[src/rtl/sdclk_pkg.sv]
package sdclk_pkg;
    typedef enum logic [1:0] {
        ST_IDLE  = 2'd0,
        ST_RUN   = 2'd1,
        ST_DRAIN = 2'd2,
        ST_RESET = 2'd3
    } gen_state_t;

    localparam int CTRL_STOP_BIT  = 0;
    localparam int CTRL_START_BIT = 1;
    localparam int CTRL_SRST_BIT  = 3;
endpackage

[src/rtl/sdclk_rate_decode.sv]
module sdclk_rate_decode #(
    parameter int DIV_W = 4,
    parameter int PRE_W = 12,
    localparam int NW   = DIV_W + 1 + PRE_W,
    localparam int SW   = $clog2(PRE_W + 1)
) (
    input  logic [DIV_W+PRE_W-1:0] rate,
    output logic [NW-1:0]          ratio
);
    logic [DIV_W-1:0] div_c;
    logic [PRE_W-1:0] pre;
    logic [SW-1:0]    shift;
    logic [NW-1:0]    base;

    always_comb begin
        // a zero divider acts as one
        div_c = rate[DIV_W-1:0];
        if (div_c == '0) div_c = DIV_W'(1);
        // keep only the highest set prescaler bit; power 2^k doubles to shift k+1
        pre   = rate[DIV_W+PRE_W-1:DIV_W];
        shift = '0;
        for (int i = 0; i < PRE_W; i++) begin
            if (pre[i]) shift = SW'(i + 1);
        end
        base  = {{(NW-DIV_W){1'b0}}, div_c} + NW'(1);
        ratio = base << shift;
    end
endmodule

[src/rtl/sdclk_phase_counter.sv]
module sdclk_phase_counter #(
    parameter int NW = 17
) (
    input  logic          clk,
    input  logic          rst_n,
    input  logic          clear,
    input  logic          load,
    input  logic          advance,
    input  logic [NW-1:0] ratio_new,
    output logic          period_end,
    output logic          at_zero,
    output logic          card_clk
);
    logic [NW-1:0] cnt;
    logic [NW-1:0] act_n;
    logic [NW-1:0] cnt_inc;

    assign cnt_inc    = cnt + NW'(1);
    assign period_end = (cnt == act_n - NW'(1));
    assign at_zero    = (cnt == '0);

    always_ff @(posedge clk or negedge rst_n) begin
        if (!rst_n) begin
            cnt      <= '0;
            act_n    <= NW'(2);
            card_clk <= 1'b0;
        end else if (clear) begin
            cnt      <= '0;
            card_clk <= 1'b0;
        end else if (load) begin
            cnt      <= '0;
            act_n    <= ratio_new;
            card_clk <= 1'b1;
        end else if (advance) begin
            cnt      <= cnt_inc;
            card_clk <= (cnt_inc < (act_n >> 1));
        end
    end

    p_cnt_range_r4: assert property (@(posedge clk) disable iff (!rst_n)
        cnt < act_n);
    p_load_high_r5: assert property (@(posedge clk) disable iff (!rst_n)
        load |=> card_clk);
    p_clear_low_r6: assert property (@(posedge clk) disable iff (!rst_n)
        clear |=> !card_clk);
endmodule

[src/rtl/sdclk_ctrl_fsm.sv]
module sdclk_ctrl_fsm
    import sdclk_pkg::*;
#(
    parameter int RST_CYCLES = 8,
    localparam int RCW = (RST_CYCLES > 1) ? $clog2(RST_CYCLES) : 1
) (
    input  logic clk,
    input  logic rst_n,
    input  logic soft_rst,
    input  logic start_req,
    input  logic stop_req,
    input  logic period_end,
    output logic clear,
    output logic load,
    output logic advance,
    output logic running,
    output logic in_reset
);
    gen_state_t st, st_nx;
    logic [RCW-1:0] rcnt, rcnt_nx;
    logic go, pend;

    always_comb begin
        st_nx   = st;
        rcnt_nx = rcnt;
        clear   = 1'b0;
        load    = 1'b0;
        advance = 1'b0;
        go      = start_req && !stop_req;                  // stop wins
        pend    = stop_req || ((st == ST_DRAIN) && !go);   // start cancels
        unique case (st)
            ST_IDLE: begin
                if (soft_rst) begin
                    st_nx = ST_RESET; clear = 1'b1; rcnt_nx = '0;
                end else if (go) begin
                    st_nx = ST_RUN; load = 1'b1;
                end else begin
                    clear = 1'b1;
                end
            end
            ST_RUN, ST_DRAIN: begin
                if (soft_rst) begin
                    st_nx = ST_RESET; clear = 1'b1; rcnt_nx = '0;
                end else if (period_end) begin
                    if (pend) begin
                        st_nx = ST_IDLE; clear = 1'b1;
                    end else begin
                        st_nx = ST_RUN; load = 1'b1;
                    end
                end else begin
                    advance = 1'b1;
                    st_nx   = pend ? ST_DRAIN : ST_RUN;
                end
            end
            ST_RESET: begin
                clear = 1'b1;
                if (rcnt == RCW'(RST_CYCLES - 1)) st_nx = ST_IDLE;
                else rcnt_nx = rcnt + RCW'(1);
            end
            default: begin
                st_nx = ST_IDLE; clear = 1'b1;
            end
        endcase
    end

    always_ff @(posedge clk or negedge rst_n) begin
        if (!rst_n) begin
            st   <= ST_IDLE;
            rcnt <= '0;
        end else begin
            st   <= st_nx;
            rcnt <= rcnt_nx;
        end
    end

    always_comb begin
        running  = (st == ST_RUN) || (st == ST_DRAIN);
        in_reset = (st == ST_RESET);
    end

    p_reset_hold_r9: assert property (@(posedge clk) disable iff (!rst_n)
        (st == ST_RESET && rcnt != RCW'(RST_CYCLES - 1)) |=> (st == ST_RESET));
    p_reset_exit_r9: assert property (@(posedge clk) disable iff (!rst_n)
        (st == ST_RESET && rcnt == RCW'(RST_CYCLES - 1)) |=> (st == ST_IDLE));
endmodule

[src/rtl/sdcard_clk_gen.sv]
module sdcard_clk_gen
    import sdclk_pkg::*;
#(
    parameter int          DIV_W      = 4,
    parameter int          PRE_W      = 12,
    parameter int          RST_CYCLES = 8,
    parameter logic [15:0] RATE_INIT  = 16'h0013,
    localparam int         RW         = DIV_W + PRE_W,
    localparam int         NW         = DIV_W + 1 + PRE_W
) (
    input  logic          clk,
    input  logic          rst_n,
    input  logic          rate_wr,
    input  logic [RW-1:0] rate_wdata,
    input  logic          ctrl_wr,
    input  logic [3:0]    ctrl_wdata,
    output logic          card_clk,
    output logic          card_clk_en,
    output logic          clk_running
);
    logic [RW-1:0] rate_q;
    logic [NW-1:0] ratio;
    logic soft_rst, start_req, stop_req;
    logic clear, load, advance, in_reset, period_end, at_zero;
    logic unused_ctrl_bit;

    assign unused_ctrl_bit = ctrl_wdata[2];
    assign soft_rst  = ctrl_wr && ctrl_wdata[CTRL_SRST_BIT];
    assign start_req = ctrl_wr && ctrl_wdata[CTRL_START_BIT];
    assign stop_req  = ctrl_wr && ctrl_wdata[CTRL_STOP_BIT];

    always_ff @(posedge clk or negedge rst_n) begin
        if (!rst_n)                     rate_q <= RW'(RATE_INIT);
        else if (soft_rst && !in_reset) rate_q <= RW'(RATE_INIT);
        else if (rate_wr && !in_reset)  rate_q <= rate_wdata;
    end

    sdclk_rate_decode #(.DIV_W(DIV_W), .PRE_W(PRE_W)) u_decode (
        .rate  (rate_q),
        .ratio (ratio)
    );

    sdclk_ctrl_fsm #(.RST_CYCLES(RST_CYCLES)) u_fsm (
        .clk        (clk),
        .rst_n      (rst_n),
        .soft_rst   (soft_rst),
        .start_req  (start_req),
        .stop_req   (stop_req),
        .period_end (period_end),
        .clear      (clear),
        .load       (load),
        .advance    (advance),
        .running    (clk_running),
        .in_reset   (in_reset)
    );

    sdclk_phase_counter #(.NW(NW)) u_phase (
        .clk        (clk),
        .rst_n      (rst_n),
        .clear      (clear),
        .load       (load),
        .advance    (advance),
        .ratio_new  (ratio),
        .period_end (period_end),
        .at_zero    (at_zero),
        .card_clk   (card_clk)
    );

    assign card_clk_en = clk_running && at_zero;

    p_idle_low_r11: assert property (@(posedge clk) disable iff (!rst_n)
        !clk_running |-> !card_clk);
    p_en_high_r10: assert property (@(posedge clk) disable iff (!rst_n)
        card_clk_en |-> card_clk);
    p_start_high_r5: assert property (@(posedge clk) disable iff (!rst_n)
        $rose(clk_running) |-> card_clk);
    p_stop_glitchfree_r6: assert property (@(posedge clk) disable iff (!rst_n)
        ($fell(clk_running) && !in_reset) |-> !$past(card_clk));
    p_reset_stopped_r9: assert property (@(posedge clk) disable iff (!rst_n)
        in_reset |=> !clk_running);
endmodule

[config.mk]
export PLATFORM = sky130hd
export DESIGN_NAME = sdcard_clk_gen
export DESIGN_NICKNAME = d
export VERILOG_FILES = /design/src/rtl/sdclk_pkg.sv /design/src/rtl/sdclk_rate_decode.sv /design/src/rtl/sdclk_phase_counter.sv /design/src/rtl/sdclk_ctrl_fsm.sv /design/src/rtl/sdcard_clk_gen.sv
export SDC_FILE = /design/constraint.sdc
export NUM_CORES = 1
export LEC_CHECK = 0
export BUFFER_PORTS_ARGS = -buffer_cell sky130_fd_sc_hd__buf_2
export CORE_UTILIZATION = 55
export CTS_BUF_LIST = sky130_fd_sc_hd__clkbuf_4 sky130_fd_sc_hd__clkbuf_8
export CTS_CLUSTER_DIAMETER = 200
export CTS_CLUSTER_SIZE = 40
export DETAILED_ROUTE_END_ITERATION = 7
export GPL_TIMING_DRIVEN = 0
export HOLD_SLACK_MARGIN = 0.1
export PLACE_DENSITY = 0.71
export REMOVE_ABC_BUFFERS = 1
export SYNTH_ARGS = -nofsm -noshare
export SYNTH_HDL_FRONTEND = slang
export SYNTH_HIERARCHICAL = 1
export SYNTH_SLANG_ARGS = --single-unit
[constraint.sdc]
create_clock -name clk -period 4.96 [get_ports clk]
set_input_delay 0.992 -clock clk [delete_from_list [all_inputs] [get_ports clk]]
set_output_delay 0.992 -clock clk [all_outputs]
set_load 0.1 [all_outputs]
==> run_results.csv, run 1 <==
group,metric,value,unit
clock_network,clock_latency,0.32,ns
setup_path,r2r-start,"u_phase/act_n[0]$_DFFE_PN0P_",
yosys,synth_top_family_by_area,"simple AND/OR/NAND/NOR gates",
yosys,synth_warnings,6,
clock_network,cts_root_buf,"clkbuf_8",
drt,dr.pass1.iters,5,
yosys,yosysSeqAreaShare,29.5,%
pwr,ir_worst_vdd,436,uV
drt,drt_iter0_markers,343,
global_route,antenna_found_initial,0,
timing,final-setup-viol-count,0,
setup_path,rr_worst_depth,14,
place,io_buffers,25,
yosys,synth_area_leaders,"dfrtp_1 (27%), ha_1 (6.0%), xor2_1 (5.9%)",
place,gp_congestion,0.882,
timing,rsz0062_at_grt,"no",
global_route,gr-usage-met1,36.1,%
global_route,use_met3,3.03,%
place,dp.cells,664,
drt,drc_errors,0,
yosys,synth-xor-area-share,10.5,%
flow_run,maxCapViolCount,0,
pwr,power.leakage,0.00220,uW
setup_path,path_class,"reg2reg",
hold_path,hold_path_end,"u_fsm/rcnt[1]$_DFFE_PN0P_",
timing,timing.final.crit_share,69.3,%
timing,finalHoldViolCount,0,
layout,area_growth,4.44,%
global_route,met2_usage,40.4,%
floorplan,num_rows,33,
clock_network,path_clk_slew,0.11,ns
clock_network,cts_inserted_buffers,5,
setup_path,start_kind,"register",
yosys,synth.most_common_cell,"nand2_1",
layout,drive_gt1_share,12.5,%
floorplan,die_area,0.00904,sq mm
setup_path,cp.required,5.20,ns
pwr,powerDensity,540,mW/mm^2
global_route,grt_remaining_overflow,0,
yosys,synth_top_cell_by_area,"dfrtp_1",
place,dp_hpwl,8050,um
clock_network,tritoncts,"yes",
hold_path,hold_start,"u_fsm/rcnt[1]$_DFFE_PN0P_",
clock_network,cts_hold_buf,0,
yosys,ys_ff_latch,56,
global_route,track_usage,25.2,%
yosys,synthArstFlopShare,100,%
setup_path,endpoint_kind,"register",
clock_network,cts_repair_resize_count,0,
timing,clock.fmax,291,MHz
setup_path,r2r_slack,1.52,ns
status,status,"completed",
global_route,grt_pass1_vias,3656,
setup_path,regToRegEndpoint,"u_phase/act_n[1]$_DFFE_PN1P_",
clock_network,cts_setup_buffers,0,
drt,routed-via-count,4068,
yosys,netlist-cell-type-count,88,
yosys,syn-cell-area,0.00476,sq mm
setup_path,cp_max_fo,29,
clock_network,cts_max_level,2,
setup_path,worstPathArrival,3.68,ns
timing,relSlewSlack,47.2,%
global_route,grt_max_degree,57,
floorplan,initial_core_util,57.4,%
timing,fin_crit,3.44,ns
yosys,synth_edf_count,0,
floorplan,io_pins,27,
drt,via_per_inst,6.05,
floorplan,fp.dieW,95.1,um
timing,skew,0.0123,ns
drt,wl,10800,um
layout,instances_no_fill,672,
yosys,synth-simple-area-share,24.0,%
yosys,synthCells,573,
yosys,synth_compound_area_share,21.6,%
layout,finalNetCount,613,
global_route,grt_pass1_wl,17800,um
hold_path,hold_depth,2,
global_route,grt-busiest-layer,"met2",
layout,fillerInstances,739,
floorplan,die-height,95.1,um
yosys,ys_top_cells_by_count,"nand2_1 (62), dfrtp_1 (52), nor2_1 (44), inv_1 (32), xor2_1 (32)",
layout,diodes,0,
yosys,avgSynthCellArea,8.32,sq um
clock_network,clockBufferDepth,2,
drt,wl_per_cell,16.0,um
timing,worst_slew_pin_slew,0.792,ns
yosys,synthAdderAreaFrac,6.04,%
timing,slew_viol_final,0,
drt,ant_nets,0,
yosys,synth_top_area_share,27.3,%
hold_path,hold_class,"reg2reg",
yosys,yosys-mux-area-fraction,1.63,%
clock_network,cts_num_sinks,56,
yosys,ys.flop_type,"dfrtp_1",
floorplan,coreArea,0.00830,sq mm
timing,hold_ws,0.531,ns
timing,tns,0,ns
[power by group]
part | switching [uW] | internal, uW
logic | 939 | 585
registers | 238 | 601
clock network | 167 | 156
total | 1340 | 1340
[cell type report]
type | instances | area (sq um) | share of cell area [%]
clock inverters | 3 | 50.0 | 1.01
inverters | 33 | 124 | 2.49
multi-input cells | 443 | 3040 | 61.1
flip-flops and latches | 56 | 1410 | 28.3
clock buffers | 5 | 68.8 | 1.38
well taps | 105 | 131 | 2.64
repair buffers | 27 | 154 | 3.09
[registers in the layout (all words and copies together), names as in the netlist]
name	flops
u_phase/cnt	17
rate_q	16
u_phase/card_clk	1
u_fsm/rcnt	3
u_phase/act_n	17
u_fsm/st	2
[placed cells by master, fill, tap and decap left out, types with 11 or more instances in the layout]
cell / instances
nand4_1: 11
o21ai_1: 11
ha_1: 23
buf_2: 24
nor2b_1: 13
xor2_1: 32
xnor2_1: 23
nand3_1: 15
a21oi_1: 24
nor2_1: 44
inv_1: 32
o21ai_0: 30
nand2_1: 62
dfrtp_1: 52
[worst max path at each step]
stage	from	end	slack, ns	cells past startpoint
4_1_cts	u_phase/act_n[0]$_DFFE_PN0P_	u_phase/act_n[12]$_DFFE_PN0P_	1.53	14
6_report	u_phase/act_n[0]$_DFFE_PN0P_	u_phase/act_n[1]$_DFFE_PN1P_	1.52	14
5_1_grt	u_phase/act_n[0]$_DFFE_PN0P_	u_phase/act_n[12]$_DFFE_PN0P_	1.17	14
3_5_place_dp	u_phase/act_n[0]$_DFFE_PN0P_	u_phase/act_n[16]$_DFFE_PN0P_	1.58	14
3_3_place_gp	u_phase/act_n[0]$_DFFE_PN0P_	u_phase/card_clk$_DFFE_PN0P_	0.52	12
2_1_floorplan	u_phase/act_n[0]$_DFFE_PN0P_	u_phase/card_clk$_DFFE_PN0P_	1.37	12
[kinds of logic after synthesis]
logic type      count (synthesis)
mux                             6
xor+xnor                       56
fa+ha+maj                      23
flops                          56
simple gates                  215
compound gates                143
buf+inv                        74
[per-stage QoR]
stage / utilization [%] / area, sq um / worst slack, ns / power, uW
2_1_floorplan: - / 4560 / 1.37 / 1990
3_3_place_gp: 58.1 / 4820 / 0.522 / 2300
3_5_place_dp: 58.5 / 4850 / 1.58 / 2350
4_1_cts: 59.9 / 4970 / 1.53 / 2680
5_1_grt: 60.0 / 4980 / 1.17 / 2890
6_report: 60.0 / 4980 / 1.52 / 2690
[critical path, stage by stage, from the launching register on]
cell and delay [ns]:
dfrtp_1 0.45, inv_1 0.10, ha_1 0.23, nor4b_4 0.42, nand3_1 0.27, nor3b_2 0.24, xnor2_1 0.09, nor3_1 0.17
and4b_1 0.37, a22oi_1 0.13, nor2_1 0.19, nor2b_2 0.32, buf_8 0.22, nand2_1 0.09, o21ai_0 0.08
[metal layers]
| layer | vias up | share of wire [%] |
|---|---|---|
| li1 | 2000 | - |
| met1 | 1973 | 49 |
| met2 | 89 | 47 |
| met3 | 6 | 3.2 |
| met4 | 0 | 0.95 |
| met5 | - | 0 |
Note: power is estimated with default switching activity, not from simulation.
==> run 2, diff against run 1 <==
--- a/config.mk
+++ b/config.mk
@@ -5,6 +5,7 @@
 export SDC_FILE = /design/constraint.sdc
 export NUM_CORES = 1
 export LEC_CHECK = 0
+export ABC_AREA = 1
 export BUFFER_PORTS_ARGS = -buffer_cell sky130_fd_sc_hd__buf_2
 export CORE_UTILIZATION = 55
 export CTS_BUF_LIST = sky130_fd_sc_hd__clkbuf_4 sky130_fd_sc_hd__clkbuf_8
==> constraint.sdc (replaced) <==
create_clock -name clk -period 3.6 [get_ports clk]
set_input_delay 0.72 -clock clk [delete_from_list [all_inputs] [get_ports clk]]
set_output_delay 0.72 -clock clk [all_outputs]
set_load 0.1 [all_outputs]
==> run 2 against run 1 <==
Combinational power rose by 25%. Largest power group unchanged. Count of clock-buffer cells in the layout did not move. Clock power up 21%. Total power rose by 22%.
==> run_results.csv, run 2 <==
group,metric,value,unit
status,status,"completed",
flow_run,maxCapViolCount,0,
drt,routed-via-count,4094,
place,dp_hpwl,7890,um
floorplan,die_area,0.00850,sq mm
yosys,synth_top_family_by_area,"simple AND/OR/NAND/NOR gates",
timing,finalHoldViolCount,0,
layout,fillerInstances,763,
yosys,synth_compound_area_share,7.30,%
global_route,grt_pass1_wl,17500,um
clock_network,cts_max_level,2,
floorplan,coreArea,0.00781,sq mm
yosys,synth_top_area_share,29.1,%
pwr,p_comb_share,57.9,%
yosys,synthCells,655,
clock_network,cts_inserted_buffers,5,
pwr,power.leakage,0.00256,uW
pwr,p_int,1550,uW
place,dp.cells,771,
global_route,grt_remaining_overflow,0,
setup_path,cp.required,3.80,ns
timing,final-setup-viol-count,0,
pwr,total_power,3280,uW
yosys,ys.flop_type,"dfrtp_1",
clock_network,tritoncts,"yes",
place,io_buffers,25,
timing,rsz0062_at_grt,"no",
layout,instances_no_fill,780,
layout,finalNetCount,724,
timing,fin_crit,3.17,ns
layout,top_regs,"u_phase/act_n: 17 flops, u_phase/cnt: 17 flops, rate_q: 16 flops",
timing,clock.fmax,315,MHz
yosys,syn-cell-area,0.00448,sq mm
pwr,p_seq_share,30.2,%
place,gp_congestion,0.872,
setup_path,path_class,"reg2reg",
floorplan,initial_core_util,57.3,%
timing,timing.final.crit_share,88.2,%
yosys,synth_area_leaders,"dfrtp_1 (29%), nand2_1 (14%), nand3_1 (7.7%)",
yosys,avgSynthCellArea,6.83,sq um
yosys,synthArstFlopShare,100,%
clock_network,cts_root_buf,"clkbuf_8",
floorplan,io_pins,27,
floorplan,num_rows,32,
drt,ant_nets,0,
drt,wl_per_cell,13.0,um
yosys,synth_warnings,6,
yosys,synth_top_cell_by_area,"dfrtp_1",
pwr,switchingPower,1730,uW
setup_path,endpoint_kind,"register",
yosys,synth_edf_count,0,
pwr,clockPowerShare,11.9,%
global_route,grt_max_degree,57,
place,postPlaceCellArea,0.00466,sq mm
pwr,powerDensity,687,mW/mm^2
timing,slew_viol_final,0,
layout,layout_common_cells,"nand2_1 (170), inv_1 (84), nand3_1 (69)",
layout,finish.utilization,61.2,%
hold_path,hold_class,"in2async",
yosys,yosysSeqAreaShare,31.4,%
pwr,switching_share,52.7,%
drt,drc_errors,0,
setup_path,worstPathArrival,3.37,ns
yosys,synth-xor-area-share,5.20,%
global_route,track_usage,25.6,%
yosys,synth.most_common_cell,"nand2_1",
global_route,grt_pass1_vias,3894,
timing,relSlewSlack,52.7,%
layout,diodes,0,
drt,wl,10200,um
floorplan,die-height,92.2,um
yosys,ys_ff_latch,56,
yosys,yosys-mux-area-fraction,0,%
yosys,netlist-cell-type-count,42,
timing,worst_slew_pin_slew,0.709,ns
clock_network,clockBufferDepth,2,
timing,tns,0,ns
yosys,synth-simple-area-share,39.5,%
layout,multi_input_area,0.00262,sq mm
clock_network,path_clk_slew,0.12,ns
layout,fin_area,0.00478,sq mm
clock_network,cts_num_sinks,56,
drt,dr.pass1.iters,4,
layout,ff_latch_area,0.00141,sq mm
drt,via_per_inst,5.25,
setup_path,start_kind,"register",
global_route,antenna_found_initial,0,
timing,skew,0.0112,ns
setup_path,cp_max_fo,9,
drt,drt_iter0_markers,200,
layout,final_common_cell,"nand2_1",
yosys,ys_top_cells_by_count,"nand2_1 (172), inv_1 (84), nand3_1 (69), nor2_1 (69), dfrtp_1 (52)",
layout,drive_gt1_share,14.6,%
clock_network,cts_setup_buffers,0,
layout,area_growth,6.79,%
pwr,ir_worst_vdd,454,uV
floorplan,fp.dieW,92.2,um
clock_network,clock_latency,0.32,ns
yosys,synthAdderAreaFrac,6.43,%
run 2: per-stage QoR:
step	worst slack, ns	hold WS, ns
after floorplan	0.772	0.424
after global placement	0.176	0.462
after detailed placement	0.0974	0.466
after CTS	0.0724	0.496
after global routing	0.0358	0.485
final	0.427	0.433
run 2: routing by layer:
layer / GRT usage (%) / wire, um / share of wire (%)
met2: 44.8 / 4910 / 48
met3: 2.74 / 338 / 3.3
met5: 0 / 0 / 0
met4: 10.9 / 261 / 2.6
met1: 32.0 / 4650 / 46
run 2: path summary, 6_finish.rpt:
check,startpoint,end,slack [ns],depth (start not counted)
max,u_phase/act_n[0]$_DFFE_PN0P_,u_phase/cnt[8]$_DFFE_PN0P_,0.43,15
min,rst_n,u_phase/cnt[7]$_DFFE_PN0P_,0.43,1
max reg2reg,u_phase/act_n[0]$_DFFE_PN0P_,u_phase/cnt[8]$_DFFE_PN0P_,0.43,15
min reg2reg,u_fsm/rcnt[2]$_DFFE_PN0P_,u_fsm/rcnt[2]$_DFFE_PN0P_,0.49,2
max in group asynchronous,rst_n,rate_q[2]$_DFFE_PN0P_,2.69,1
min in group clk,u_fsm/rcnt[2]$_DFFE_PN0P_,u_fsm/rcnt[2]$_DFFE_PN0P_,0.49,2
run 2: power by group through the flow:
stage	clock (uW)	combinational (uW)	sequential, uW
6_report	391	1900	992
5_1_grt	431	2130	1020
4_1_cts	408	1880	991
3_5_place_dp	0	1870	1000
3_3_place_gp	0	1830	996
2_1_floorplan	0	1470	993
run 2: cell type report:
cell class              instances  share of cell area [%]
clock buffers                   5                    1.44
clock inverters                 3                   0.602
inverters                      99                    8.14
multi-input cells             489                    54.9
flip-flops and latches         56                    29.4
well taps                     102                    2.67
repair buffers                 25                    2.67
repair inverters                1                   0.157
run 2: cells by family after synthesis:
family / count (synthesis)
buf+inv: 110
fa+ha+maj: 23
compound gates: 57
xor+xnor: 25
simple gates: 384
flops: 56
run 2: worst max-delay path, cell delays in order, from the launching register on:
cell	delay, ns
dfrtp_1	0.42
inv_1	0.16
ha_1	0.25
nand2_1	0.14
nor3_2	0.31
nand3b_1	0.11
a21oi_1	0.18
nand3_1	0.10
nor2_2	0.19
nand2_1	0.10
o211ai_1	0.23
nor2_1	0.14
nand2_2	0.27
clkinvlp_4	0.25
nand2_1	0.11
o21ai_0	0.09
run 2: what timing repair did:
item,CTS,global route
hold buffers,0,0
gates resized for setup,0,5
setup endpoints to repair,0,28
==> run 3, diff against run 2 <==
--- a/config.mk
+++ b/config.mk
@@ -7,14 +7,17 @@
 export LEC_CHECK = 0
 export ABC_AREA = 1
 export BUFFER_PORTS_ARGS = -buffer_cell sky130_fd_sc_hd__buf_2
-export CORE_UTILIZATION = 55
+export CELL_PAD_IN_SITES_DETAIL_PLACEMENT = 0
+export CELL_PAD_IN_SITES_GLOBAL_PLACEMENT = 1
+export CORE_UTILIZATION = 46
 export CTS_BUF_LIST = sky130_fd_sc_hd__clkbuf_4 sky130_fd_sc_hd__clkbuf_8
 export CTS_CLUSTER_DIAMETER = 200
 export CTS_CLUSTER_SIZE = 40
 export DETAILED_ROUTE_END_ITERATION = 7
 export GPL_TIMING_DRIVEN = 0
 export HOLD_SLACK_MARGIN = 0.1
-export PLACE_DENSITY = 0.71
+export MAX_ROUTING_LAYER = met4
+export PLACE_DENSITY = 0.81
 export REMOVE_ABC_BUFFERS = 1
 export SYNTH_ARGS = -nofsm -noshare
 export SYNTH_HDL_FRONTEND = slang
==> run 3 against run 2 <==
Critical path depth unchanged. Fmax fell by 0.96%. First-iteration DRC count is 28% lower. Largest cell class unchanged.
==> run_results.csv, run 3 (synthesis results as in run 2) <==
group,metric,value,unit
layout,drive_gt1_share,14.5,%
clock_network,cts_max_level,2,
floorplan,die_area,0.0101,sq mm
drt,wl,10400,um
timing,tns,0,ns
setup_path,cp_slowest_cell,"dfrtp_1",
global_route,grt_pass1_wl,18300,um
place,postPlaceCellArea,0.00469,sq mm
global_route,grt_max_degree,57,
timing,hold_ws,0.438,ns
global_route,track_usage,23.3,%
setup_path,crit_top_cell,"nand2_1",
setup_path,cp_max_fo,10,
floorplan,fp.dieW,101,um
floorplan,coreArea,0.00933,sq mm
clock_network,cts_num_sinks,56,
clock_network,tritoncts,"yes",
timing,skew,0.0158,ns
drt,ant_nets,0,
hold_path,hold_class,"in2async",
setup_path,path_cells,"inv_1 -> ha_1 -> nand2_1 -> nor3_2 -> nand3b_1 -> a21oi_1 -> nand3_1 -> nor2_2 -> nand2_1 -> o211ai_1 -> nor2_1 -> nand2_2 -> clkinvlp_4 -> nand2_1 -> o21ai_0",
timing,rsz0062_at_grt,"no",
setup_path,cp.required,3.79,ns
timing,worst_slew_pin_slew,0.735,ns
clock_network,cts_hold_buf,0,
clock_network,cts_setup_buffers,0,
timing,final-setup-viol-count,0,
timing,relSlewSlack,51.0,%
drt,drt_iter0_markers,145,
layout,layout_common_cells,"nand2_1 (170), inv_1 (84), nand3_1 (69)",
setup_path,worstPathArrival,3.39,ns
layout,fin_area,0.00480,sq mm
setup_path,max_stage_delay,0.41,ns
drt,routed-via-count,4119,
clock_network,cts_repair_resize_count,0,
clock_network,path_clk_slew,0.12,ns
timing,timing.final.crit_share,89.0,%
layout,finish.utilization,51.5,%
clock_network,cts_inserted_buffers,5,
setup_path,rr_worst_depth,15,
clock_network,cts_root_buf,"clkbuf_8",
layout,area_growth,7.30,%
pwr,ir_worst_vdd,304,uV
floorplan,die-height,101,um
drt,wl_per_cell,12.9,um
setup_path,cp.depth,15,
status,status,"completed",
place,gp_congestion,0.857,
flow_run,maxCapViolCount,0,
timing,slew_viol_final,0,
setup_path,critical_path_buf_inv_count,2,
setup_path,endpoint_kind,"register",
floorplan,io_pins,27,
layout,finalNetCount,723,
global_route,antenna_found_initial,0,
setup_path,start_kind,"register",
clock_network,clockBufferDepth,2,
floorplan,initial_core_util,48.0,%
place,io_buffers,25,
setup_path,path_class,"reg2reg",
drt,dr.pass1.iters,4,
drt,drc_errors,0,
layout,top_regs,"u_phase/act_n: 17 flops, u_phase/cnt: 17 flops, rate_q: 16 flops",
clock_network,clock_latency,0.33,ns
floorplan,num_rows,35,
timing,finalHoldViolCount,0,
timing,fin_crit,3.20,ns
drt,via_per_inst,5.11,
pwr,powerDensity,681,mW/mm^2
global_route,grt_remaining_overflow,0,
place,dp_hpwl,8280,um
pwr,power.leakage,0.00256,uW
global_route,grt_pass1_vias,3914,
timing,clock.fmax,312,MHz
layout,final_common_cell,"nand2_1",
layout,diodes,0,
setup_path,cp_top_family,"simple AND/OR/NAND/NOR gates",
[run 3: worst paths after layout]
| kind | slack (ns) | from | end |
|---|---|---|---|
| max in group asynchronous | 2.66 | rst_n | rate_q[2]$_DFFE_PN0P_ |
| worst min-delay path | 0.44 | rst_n | u_phase/cnt[5]$_DFFE_PN0P_ |
| worst max register to register | 0.40 | u_phase/act_n[0]$_DFFE_PN0P_ | u_phase/cnt[6]$_DFFE_PN0P_ |
| min in group clk | 0.49 | u_fsm/rcnt[1]$_DFFE_PN0P_ | u_fsm/rcnt[1]$_DFFE_PN0P_ |
| worst min register to register | 0.49 | u_fsm/rcnt[1]$_DFFE_PN0P_ | u_fsm/rcnt[1]$_DFFE_PN0P_ |
| worst max-delay path | 0.40 | u_phase/act_n[0]$_DFFE_PN0P_ | u_phase/cnt[6]$_DFFE_PN0P_ |
[run 3: final cells by class]
type | count | area, sq um
Fill cell | 1001 | 4530
Multi-Input combinational cell | 489 | 2620
Sequential cell | 56 | 1410
Inverter | 99 | 389
Tap cell | 129 | 161
Timing Repair Buffer | 25 | 128
Clock buffer | 5 | 68.8
Clock inverter | 3 | 25.0
[run 3: metrics by stage]
stage                     total power, uW  instances  worst slack (ns)
after floorplan                      2470        644             0.772
after global placement               2860        798            0.0953
final                                3270        806             0.396
after detailed placement             2890        798            0.0734
after CTS                            3280        806            0.0490
after global routing                 3600        806            0.0580
[run 3: power breakdown]
part,switching [uW],internal [uW]
combinational,1320,580
clock,238,143
sequential,163,821
total,1730,1540
[run 3: per-layer routing]
layer	GRT usage (%)	vias to the layer above	wire length, um
met1	29.5	1876	4780
met5	-	-	0
li1	-	2131	-
met3	2.15	19	399
met4	7.13	0	253
met2	39.5	93	4990
